**src/rtl/gpioc_pkg.sv**
```systemverilog
package gpioc_pkg;

    localparam int unsigned DATA_W = 32;

    // word addresses (byte offset / 4)
    localparam int unsigned A_OUT     = 1;
    localparam int unsigned A_OUT_SET = 2;
    localparam int unsigned A_OUT_CLR = 3;
    localparam int unsigned A_OE      = 8;
    localparam int unsigned A_OE_SET  = 9;
    localparam int unsigned A_OE_CLR  = 10;
    localparam int unsigned A_IN      = 15;
    localparam int unsigned A_ST      = 17;
    localparam int unsigned A_ST_SET  = 18;
    localparam int unsigned A_ST_CLR  = 19;
    localparam int unsigned A_CFG0    = 29;

    // configuration word field placement
    localparam int unsigned KIND_LSB  = 7;
    localparam int unsigned ROUTE_LSB = 13;

    typedef enum logic [2:0] {
        TRG_OFF  = 3'd0,
        TRG_RISE = 3'd1,
        TRG_FALL = 3'd2,
        TRG_ANY  = 3'd3,
        TRG_LOW  = 3'd4,
        TRG_HIGH = 3'd5
    } trig_e;

    typedef enum logic [3:0] {
        SEL_NONE,
        SEL_OUT, SEL_OUT_SET, SEL_OUT_CLR,
        SEL_OE,  SEL_OE_SET,  SEL_OE_CLR,
        SEL_IN,
        SEL_ST,  SEL_ST_SET,  SEL_ST_CLR,
        SEL_CFG
    } reg_sel_e;

    typedef struct packed {
        logic [4:0] route;
        logic [2:0] kind;
    } pin_cfg_t;

    function automatic logic trig_hit(logic [2:0] kind, logic cur, logic prv);
        case (kind)
            TRG_RISE: return cur & ~prv;
            TRG_FALL: return ~cur & prv;
            TRG_ANY:  return cur ^ prv;
            TRG_LOW:  return ~cur;
            TRG_HIGH: return cur;
            default:  return 1'b0;
        endcase
    endfunction

    function automatic pin_cfg_t word_to_cfg(logic [DATA_W-1:0] w);
        pin_cfg_t c;
        c.route = w[ROUTE_LSB +: 5];
        c.kind  = w[KIND_LSB +: 3];
        return c;
    endfunction

    function automatic logic [DATA_W-1:0] cfg_to_word(pin_cfg_t c);
        logic [DATA_W-1:0] w;
        w = '0;
        w[ROUTE_LSB +: 5] = c.route;
        w[KIND_LSB +: 3]  = c.kind;
        return w;
    endfunction

endpackage

```
**src/rtl/gpioc_sync.sv**
```systemverilog
module gpioc_sync #(
    parameter int unsigned W      = 26,
    parameter int unsigned STAGES = 2
) (
    input  logic         clk,
    input  logic         rst,
    input  logic [W-1:0] d,
    output logic [W-1:0] q
);
    logic [W-1:0] stg [STAGES];

    for (genvar s = 0; s < STAGES; s++) begin : g_stage
        if (s == 0) begin : g_first
            always_ff @(posedge clk) begin
                if (rst) stg[s] <= '0;
                else     stg[s] <= d;
            end
        end else begin : g_next
            always_ff @(posedge clk) begin
                if (rst) stg[s] <= '0;
                else     stg[s] <= stg[s-1];
            end
        end
    end

    assign q = stg[STAGES-1];
endmodule

```
**src/rtl/gpioc_decode.sv**
```systemverilog
module gpioc_decode
    import gpioc_pkg::*;
#(
    parameter int unsigned NPIN   = 26,
    parameter int unsigned ADDR_W = 8,
    localparam int unsigned CIDX_W = (NPIN > 1) ? $clog2(NPIN) : 1
) (
    input  logic [ADDR_W-1:0] addr,
    output reg_sel_e          sel,
    output logic [CIDX_W-1:0] cfg_idx
);
    int unsigned a;

    always_comb begin
        a       = int'(addr);
        sel     = SEL_NONE;
        cfg_idx = '0;
        case (a)
            A_OUT:     sel = SEL_OUT;
            A_OUT_SET: sel = SEL_OUT_SET;
            A_OUT_CLR: sel = SEL_OUT_CLR;
            A_OE:      sel = SEL_OE;
            A_OE_SET:  sel = SEL_OE_SET;
            A_OE_CLR:  sel = SEL_OE_CLR;
            A_IN:      sel = SEL_IN;
            A_ST:      sel = SEL_ST;
            A_ST_SET:  sel = SEL_ST_SET;
            A_ST_CLR:  sel = SEL_ST_CLR;
            default: begin
                if (a >= A_CFG0 && a < A_CFG0 + NPIN) begin
                    sel     = SEL_CFG;
                    cfg_idx = CIDX_W'(a - A_CFG0);
                end
            end
        endcase
    end
endmodule

```
**src/rtl/gpioc_detect.sv**
```systemverilog
module gpioc_detect
    import gpioc_pkg::*;
#(
    parameter int unsigned NPIN = 26
) (
    input  logic                      clk,
    input  logic                      rst,
    input  logic [NPIN-1:0]           lvl,
    input  pin_cfg_t [NPIN-1:0]       cfg,
    output logic [NPIN-1:0]           hit
);
    logic [NPIN-1:0] prv_q;

    always_ff @(posedge clk) begin
        if (rst) prv_q <= '0;
        else     prv_q <= lvl;
    end

    for (genvar i = 0; i < NPIN; i++) begin : g_pin
        assign hit[i] = trig_hit(cfg[i].kind, lvl[i], prv_q[i]);


        kind_unused_chk: assert property (@(posedge clk) disable iff (rst)
            (cfg[i].kind == 3'd0 || cfg[i].kind == 3'd6 || cfg[i].kind == 3'd7) |-> !hit[i]);
    end
endmodule

```
**src/rtl/gpio_irq_ctrl.sv**
```systemverilog
module gpio_irq_ctrl
    import gpioc_pkg::*;
#(
    parameter int unsigned NPIN   = 26,
    parameter int unsigned ADDR_W = 8
) (
    input  logic              clk,
    input  logic              rst,
    input  logic              bus_en,
    input  logic              bus_we,
    input  logic [ADDR_W-1:0] bus_addr,
    input  logic [31:0]       bus_wdata,
    output logic [31:0]       bus_rdata,
    input  logic [NPIN-1:0]   pin_in,
    output logic [NPIN-1:0]   pad_out,
    output logic [NPIN-1:0]   pad_oe,
    output logic              irq
);
    localparam int unsigned CIDX_W = (NPIN > 1) ? $clog2(NPIN) : 1;

    reg_sel_e            sel;
    logic [CIDX_W-1:0]   cfg_idx;
    logic                wr;
    logic [NPIN-1:0]     pin_mask;
    logic [NPIN-1:0]     lvl_s;
    logic [NPIN-1:0]     hit;
    logic [NPIN-1:0]     out_q, oe_q, st_q, st_d;
    logic [NPIN-1:0]     route_on;
    pin_cfg_t [NPIN-1:0] cfg_q;
    logic                st_wr_any;
    logic                wdata_unused;

    assign wr           = bus_en & bus_we;
    assign pin_mask     = bus_wdata[NPIN-1:0];
    assign wdata_unused = ^bus_wdata;

    gpioc_decode #(.NPIN(NPIN), .ADDR_W(ADDR_W)) u_dec (
        .addr    (bus_addr),
        .sel     (sel),
        .cfg_idx (cfg_idx)
    );

    gpioc_sync #(.W(NPIN), .STAGES(2)) u_sync (
        .clk (clk),
        .rst (rst),
        .d   (pin_in),
        .q   (lvl_s)
    );

    gpioc_detect #(.NPIN(NPIN)) u_det (
        .clk (clk),
        .rst (rst),
        .lvl (lvl_s),
        .cfg (cfg_q),
        .hit (hit)
    );

    // pad data and drive-enable
    always_ff @(posedge clk) begin
        if (rst) begin
            out_q <= '0;
            oe_q  <= '0;
        end else if (wr) begin
            case (sel)
                SEL_OUT:     out_q <= pin_mask;
                SEL_OUT_SET: out_q <= out_q | pin_mask;
                SEL_OUT_CLR: out_q <= out_q & ~pin_mask;
                SEL_OE:      oe_q  <= pin_mask;
                SEL_OE_SET:  oe_q  <= oe_q | pin_mask;
                SEL_OE_CLR:  oe_q  <= oe_q & ~pin_mask;
                default: ;
            endcase
        end
    end

    // configuration words
    always_ff @(posedge clk) begin
        if (rst)                      cfg_q          <= '0;
        else if (wr && sel == SEL_CFG) cfg_q[cfg_idx] <= word_to_cfg(bus_wdata);
    end

    // sticky status: software update first, then trigger hits win
    assign st_wr_any = wr && (sel == SEL_ST || sel == SEL_ST_SET || sel == SEL_ST_CLR);

    always_comb begin
        st_d = st_q;
        if (wr) begin
            case (sel)
                SEL_ST:     st_d = pin_mask;
                SEL_ST_SET: st_d = st_q | pin_mask;
                SEL_ST_CLR: st_d = st_q & ~pin_mask;
                default: ;
            endcase
        end
        st_d = st_d | hit;
    end

    always_ff @(posedge clk) begin
        if (rst) st_q <= '0;
        else     st_q <= st_d;
    end

    for (genvar i = 0; i < NPIN; i++) begin : g_route
        assign route_on[i] = (cfg_q[i].route == 5'd1);
    end

    assign irq     = |(st_q & route_on);
    assign pad_out = out_q;
    assign pad_oe  = oe_q;

    // read mux
    always_comb begin
        bus_rdata = '0;
        if (bus_en && !bus_we) begin
            case (sel)
                SEL_OUT: bus_rdata = 32'(out_q);
                SEL_OE:  bus_rdata = 32'(oe_q);
                SEL_IN:  bus_rdata = 32'(lvl_s);
                SEL_ST:  bus_rdata = 32'(st_q);
                SEL_CFG: bus_rdata = cfg_to_word(cfg_q[cfg_idx]);
                default: bus_rdata = '0;
            endcase
        end
    end


    st_sticky_chk: assert property (@(posedge clk) disable iff (rst)
        !st_wr_any |=> ((st_q & $past(st_q)) == $past(st_q)));


    st_clr_chk: assert property (@(posedge clk) disable iff (rst)
        (wr && sel == SEL_ST_CLR && ((hit & pin_mask) == '0))
            |=> ((st_q & $past(pin_mask)) == '0));


    irq_src_chk: assert property (@(posedge clk) disable iff (rst)
        irq |-> (st_q != '0));


    oe_set_chk: assert property (@(posedge clk) disable iff (rst)
        (wr && sel == SEL_OE_SET) |=> ((pad_oe & $past(pin_mask)) == $past(pin_mask)));


    out_clr_chk: assert property (@(posedge clk) disable iff (rst)
        (wr && sel == SEL_OUT_CLR) |=> ((pad_out & $past(pin_mask)) == '0));

endmodule

```
**config.mk**
```make
export PLATFORM = sky130hd
export DESIGN_NAME = gpio_irq_ctrl
export DESIGN_NICKNAME = d
export VERILOG_FILES = /design/src/rtl/gpioc_pkg.sv /design/src/rtl/gpioc_sync.sv /design/src/rtl/gpioc_decode.sv /design/src/rtl/gpioc_detect.sv /design/src/rtl/gpio_irq_ctrl.sv
export SDC_FILE = /design/constraint.sdc
export NUM_CORES = 1
export LEC_CHECK = 0
export BUFFER_PORTS_ARGS = -buffer_cell sky130_fd_sc_hd__buf_2
export CORE_MARGIN = 2
export CORE_UTILIZATION = 55
export DETAILED_ROUTE_END_ITERATION = 8
export GPL_TIMING_DRIVEN = 0
export HOLD_SLACK_MARGIN = 0.15
export PLACE_DENSITY = 0.85
export SETUP_SLACK_MARGIN = 0.2
export SYNTH_ARGS = -nofsm -noshare
export SYNTH_HDL_FRONTEND = slang
export SYNTH_SLANG_ARGS = --single-unit
```
**constraint.sdc**
```tcl
create_clock -name clk -period 3.6 [get_ports clk]
set_input_delay 0.36 -clock clk [delete_from_list [all_inputs] [get_ports clk]]
set_output_delay 0.36 -clock clk [all_outputs]
set_load 0.02 [all_outputs]
```
==> flow_metrics.tcl, run 1 <==
set metrics [dict create \
    status "complete, but fails checks" \
    violations "negative setup slack" \
    overflow 0 \
    via_per_inst 6.69 \
    chipHeight_microns 188 \
    synth_area_sq_um 18700 \
    crit_type "input port to output port" \
    timing.critical_path.fanout_max 4 \
    cts_sinks 364 \
    slew_viol_final 0 \
    dp_worst_setup_slack_ns -2.04 \
    num_vias 20879 \
    min_delay_path_depth 4 \
    dr.max_layer_used "met5" \
    hold_viol 0 \
    drcViolationCount 0 \
    io_pins 155 \
    cts_tree "built" \
    dr.pass1.iters 8 \
    setup-violations-final 9 \
    synthCells 2359 \
    synthArstFlopShare_pct 0 \
    slowest_stage "mux2_2" \
    die_x_microns 188 \
    ys.flop_type "dfxtp_1" \
    cts-root-buf "clkbuf_16" \
    hpwl_microns 63500 \
    cp-end-kind "output port" \
    grt_pass1_wl_microns 125000 \
    clockBufferDepth 3 \
    ir_drop_uv 430 \
    slew_headroom_pct 19.4 \
    yosysSeqAreaShare_pct 38.9 \
    nets 2772 \
    instances_no_fill 3123 \
    fin_crit_ns 3.64 \
    htreeDepth 2 \
    grt_usage_pct 47.6 \
    initial_core_util_pct 55.8 \
    syn_avg_cell_area_sq_um 7.93 \
    path_cells "buf_12, clkbuf_16, inv_12, clkbuf_16, ha_4, buf_6, or3_4, o31a_1, a311oi_1, mux2_2, and2_4, buf_12, a221oi_4, o32ai_4, buf_6" \
    rsz0062_at_grt "true" \
    synth_top_cell_area_share_pct 38.9 \
    hold-worst-slack_ns 0.233 \
    grt_max_degree 14 \
    yosysTopAreaCell "dfxtp_1" \
    yosysWarnings 0 \
    routedWlPerCell_microns 28.0 \
    netlist_top_cells_area "dfxtp_1, a21oi_1, nand2_1, mux2i_1, nand3_1" \
    synth_enable_flop_cells 0 \
    grt_antenna_before_repair 3 \
    dr_wl_met2_microns 36500 \
    worst_slack_ns -0.0447 \
    gp_congestion 1.09 \
    mostFrequentLayoutCell "dfxtp_1" \
    tns_ns -0.204 \
    routed_wl_microns 87400 \
    core_area_sq_um 33500 \
    clock_skew_ns 0.0155 \
    placementRows 67 \
    worstMarginPinSlew_ns 1.21 \
    cp-start-kind "input port" \
    place_inst 2952 \
    p_leak_nw 8.52 \
    dieArea_sq_um 35500 \
    met3WireLength_microns 12200 \
    power_density_nw_per_um2 390 \
    reg2reg_depth 7 \
    cts_made_buffers 40 \
    area_growth_pct 25.7 \
    fin_crit_sh_pct 101 \
    ant_nets 0 \
    fmax_mhz 274 \
    synth_cell_types 78 \
    grt_pass1_vias 19643 \
    drtIter0Drc 2909 \
    clk_latency_ns 0.56 \
    met1_length_microns 32100 \
    drv_cap 0 \
    worst_path_largest_cell_delay_ns 0.40 \
    drive_above_1_share_pct 18.3 \
    hold_path.class "input port to flip-flop" \
    layout_common_cells "dfxtp_1, nand2_1, a21oi_1" \
    arrival_ns 3.28 \
    ys_ff_latch 364 \
    io_buffers 140 \
    path_clk_slew_ns 0.07 \
    required_ns 3.24 \
]
-- layout make-up --
type | count | area, sq um
Multi-Input combinational cell | 1728 | 11000
Fill cell | 2679 | 10000
Sequential cell | 364 | 7290
Timing Repair Buffer | 239 | 1800
Buffer | 186 | 1190
Clock buffer | 54 | 1140
Tap cell | 448 | 561
Inverter | 86 | 335
Clock inverter | 15 | 146
Antenna cell | 3 | 7.51
-- sequential cells by signal, indices dropped and copies added (netlist names) --
| signal | count |
|---|---|
| u_det.prv_q | 26 |
| pad_out | 26 |
| cfg_q | 208 |
| u_sync.stg | 52 |
| pad_oe | 26 |
| st_q | 26 |
-- routing by layer --
layer  track usage [%]  up-vias
li1                  -     8920
met1              60.5     9921
met2              70.5     1632
met3              13.7      404
met4              31.3        2
met5                 0        -
-- path summary, 6_finish.rpt --
path	startpoint	to	slack, ns
worst max register to register	u_sync.stg[1][10]$_SDFF_PP0_	st_q[10]$_SDFF_PP0_	1.41
worst max-delay path	bus_addr[0]	bus_rdata[14]	-0.04
worst min-delay path	rst	pad_out[25]$_SDFFE_PP0P_	0.23
worst min register to register	u_sync.stg[0][6]$_SDFF_PP0_	u_sync.stg[1][6]$_SDFF_PP0_	0.43
-- critical path, delay by kind of cell --
family / cells / cell delay (ns)
compound gates: 4 / 1.03
buf+inv: 7 / 0.82
simple gates: 2 / 0.49
mux: 1 / 0.40
fa+ha+maj: 1 / 0.15
-- synth_stat cells, types with 8 or more instances --
| library cell | count |
|---|---|
| o21ai_0 | 122 |
| ha_1 | 57 |
| a211oi_1 | 18 |
| nor4b_1 | 23 |
| nor3_1 | 19 |
| nand3b_1 | 21 |
| nand2_1 | 282 |
| a22o_1 | 13 |
| nor2b_1 | 78 |
| o22ai_1 | 52 |
| a222oi_1 | 13 |
| buf_1 | 11 |
| xnor2_1 | 12 |
| nand3_1 | 172 |
| mux2i_1 | 87 |
| buf_2 | 32 |
| inv_1 | 85 |
| o21a_1 | 28 |
| a21oi_1 | 265 |
| mux2_2 | 28 |
| a31oi_1 | 23 |
| o211ai_1 | 23 |
| nand4_1 | 12 |
| nor2_1 | 219 |
| a22oi_1 | 8 |
| nor3b_1 | 20 |
| dfxtp_1 | 364 |
| clkbuf_1 | 128 |
| a221oi_1 | 12 |
| o22a_1 | 8 |
-- cell families after synthesis --
| kind of cell | count (synthesis) | synth area share (%) |
|---|---|---|
| and+or+nand+nor | 889 | 22.9 |
| AOI/OAI and AO/OA | 647 | 21.2 |
| DFF | 364 | 38.9 |
| buffers and inverters | 272 | 6.10 |
| muxes | 115 | 6.34 |
| adders and majority gates | 57 | 3.81 |
| xor gates and xnor gates | 14 | 0.696 |
| other | 1 | 0.0200 |
-- metrics by stage --
| step | utilization [%] | instance area, sq um | power (mW) |
|---|---|---|---|
| global placement | 60.2 | 20200 | 4.88 |
| global route | 70.1 | 23500 | 9.34 |
| detailed placement | 60.2 | 20200 | 4.89 |
| floorplan | - | 18900 | 4.56 |
| CTS | 68.9 | 23100 | 9.06 |
| finish | 70.1 | 23500 | 9.18 |
-- where the power goes --
group | internal [mW] | switching, mW
logic | 0.313 | 0.612
clock network | 2.38 | 1.76
registers | 4.07 | 0.0452
-- repair_timing --
item	in CTS	in global routing
gates resized for setup	223	69
hold buffers	44	0
buffers inserted	35	19
endpoints found under the hold margin	72	0
pin swaps	31	33
cloned	1	0
setup endpoints to repair	243	32
Note: power is estimated with default switching activity, not from simulation.
==> inputs of run 2 (changes only) <==
Settings changed: CORE_ASPECT_RATIO set to 0.5.
==> run 2 against run 1 <==
Compared with the run above:
- the run ends with design-rule violations, negative setup slack left
- cell count fell by 0.35%
- total power is 3.0% lower
- fmax increased by 0.35%
- die area up 0.25%
- critical path depth is 1 lower
- sequential power hardly changed
- flip-flop and latch count is the same
- critical endpoint unchanged
- register-to-register slack got worse by 0.32 ns
- global-route usage rose by 1.9 points
- sequential share of layout area grew 0.19 points
==> flow_metrics.tcl, run 2 (synthesis results as in run 1) <==
set metrics [dict create \
    min_delay_path_depth 2 \
    initial_core_util_pct 56.2 \
    regArea_sq_um 7290 \
    hold_viol 0 \
    routedWlPerCell_microns 29.4 \
    place_inst 2945 \
    rsz0062_at_grt "true" \
    drcViolationCount 2 \
    mostFrequentLayoutCell "dfxtp_1" \
    ant_nets 0 \
    drtIter0Drc 4021 \
    core_area_sq_um 33300 \
    grt_pass1_wl_microns 128000 \
    nets 2767 \
    htreeDepth 2 \
    die_x_microns 265 \
    worstMarginPinSlew_ns 1.42 \
    grt_pass1_vias 18914 \
    grt_busiest_layer "met1" \
    required_ns 3.24 \
    clock_skew_ns 0.0109 \
    chipHeight_microns 134 \
    tns_ns -0.0391 \
    cp-start-kind "input port" \
    hold-worst-slack_ns 0.170 \
    fmax_mhz 275 \
    arrival_ns 3.27 \
    area_growth_pct 24.9 \
    fin_crit_sh_pct 101 \
    drv_cap 0 \
    hold_path.class "input port to flip-flop" \
    slew_viol_final 0 \
    crit_type "input port to output port" \
    routed_wl_microns 91500 \
    dr.pass1.iters 9 \
    setup-violations-final 2 \
    cts-root-buf "clkbuf_16" \
    timing.critical_path.fanout_max 10 \
    p_total_mw 8.91 \
    use_met2_pct 66.5 \
    status "complete, but fails checks" \
    worst_slack_ns -0.0322 \
    violations "design-rule violations, negative setup slack" \
    instances_no_fill 3112 \
    num_vias 21171 \
    gp_congestion 1.11 \
    top_register "cfg_q" \
    clockBufferDepth 3 \
    io_pins 155 \
    grt_antenna_before_repair 12 \
    dieArea_sq_um 35600 \
    cts_sinks 364 \
    p_leak_nw 8.47 \
    cts_tree "built" \
    path_clk_slew_ns 0.07 \
    drive_above_1_share_pct 18.4 \
    reg2reg_depth 7 \
    ir_drop_uv 373 \
    cp-end-kind "output port" \
    multi_input_area_sq_um 11100 \
    grt_usage_pct 49.6 \
    io_buffers 140 \
    overflow 0 \
    clk_latency_ns 0.55 \
    use_met1_pct 66.7 \
    fin_crit_ns 3.63 \
    layout_common_cells "dfxtp_1, nand2_1, a21oi_1" \
    n_fill_cell 2636 \
    largest_reg_flops 208 \
    hpwl_microns 66100 \
    grt_util_met3_pct 25.6 \
    finish.utilization_pct 70.2 \
    slew_headroom_pct 5.30 \
    placementRows 47 \
    via_per_inst 6.80 \
    top_regs "cfg_q: 208 flops, u_sync.stg: 52 flops" \
    grt_max_degree 16 \
    cts_made_buffers 35 \
    power_density_nw_per_um2 381 \
]
-- run 2: repair_timing --
| item | 4_1_cts | 5_1_grt |
|---|---|---|
| buffers inserted | 36 | 19 |
| gates cloned | 1 | 0 |
| endpoints found under the setup margin | 266 | 61 |
| hold endpoints to repair | 57 | 0 |
| gates resized for setup | 215 | 85 |
| pin swaps | 33 | 36 |
| hold buffers | 43 | 0 |
-- run 2: area by class of cell --
class / instances / area share, %
multi-input cells: 1728 / 47.5
inverters: 86 / 1.43
repair buffers: 239 / 7.60
clock buffers: 47 / 4.24
well taps: 441 / 2.36
clock inverters: 14 / 0.584
plain buffers: 186 / 5.07
diodes: 7 / 0.0750
flip-flops and latches: 364 / 31.2
-- run 2: metal layers --
layer	vias up	part of all wire, %
met5	-	0.033
met4	4	4.6
met3	359	19
met2	1917	38
met1	9987	39
li1	8904	-
-- run 2: worst max-delay path: stages --
cell and delay [ns]:
buf_12 0.09, clkbuf_16 0.16, inv_12 0.03, clkbuf_16 0.15, ha_4 0.20, nand3b_1 0.27, xnor2_4 0.23, a221oi_4 0.47
nor3_4 0.13, buf_4 0.22, o21ai_2 0.09, nand4_1 0.32, o32ai_4 0.36, buf_6 0.15
-- run 2: worst paths after layout --
| check | startpoint | slack [ns] | end |
|---|---|---|---|
| min | bus_wdata[12] | 0.17 | pad_out[12]$_SDFFE_PP0P_ |
| min reg2reg | u_sync.stg[0][23]$_SDFF_PP0_ | 0.43 | u_sync.stg[1][23]$_SDFF_PP0_ |
| max | bus_addr[0] | -0.03 | bus_rdata[14] |
| max reg2reg | u_sync.stg[1][12]$_SDFF_PP0_ | 1.09 | st_q[12]$_SDFF_PP0_ |
-- run 2: power breakdown --
part | internal (mW) | switching, mW
combinational | 0.317 | 0.640
clock | 2.09 | 1.75
sequential | 4.06 | 0.0456
total | 6.47 | 2.44
-- run 2: through the flow --
step | setup WS (ns) | cell area, sq um
6_report | -0.0322 | 23400
5_1_grt | -0.0715 | 23400
4_1_cts | -0.0332 | 22900
3_5_place_dp | -2.47 | 20200
3_3_place_gp | -2.51 | 20200
2_1_floorplan | 0.231 | 18900
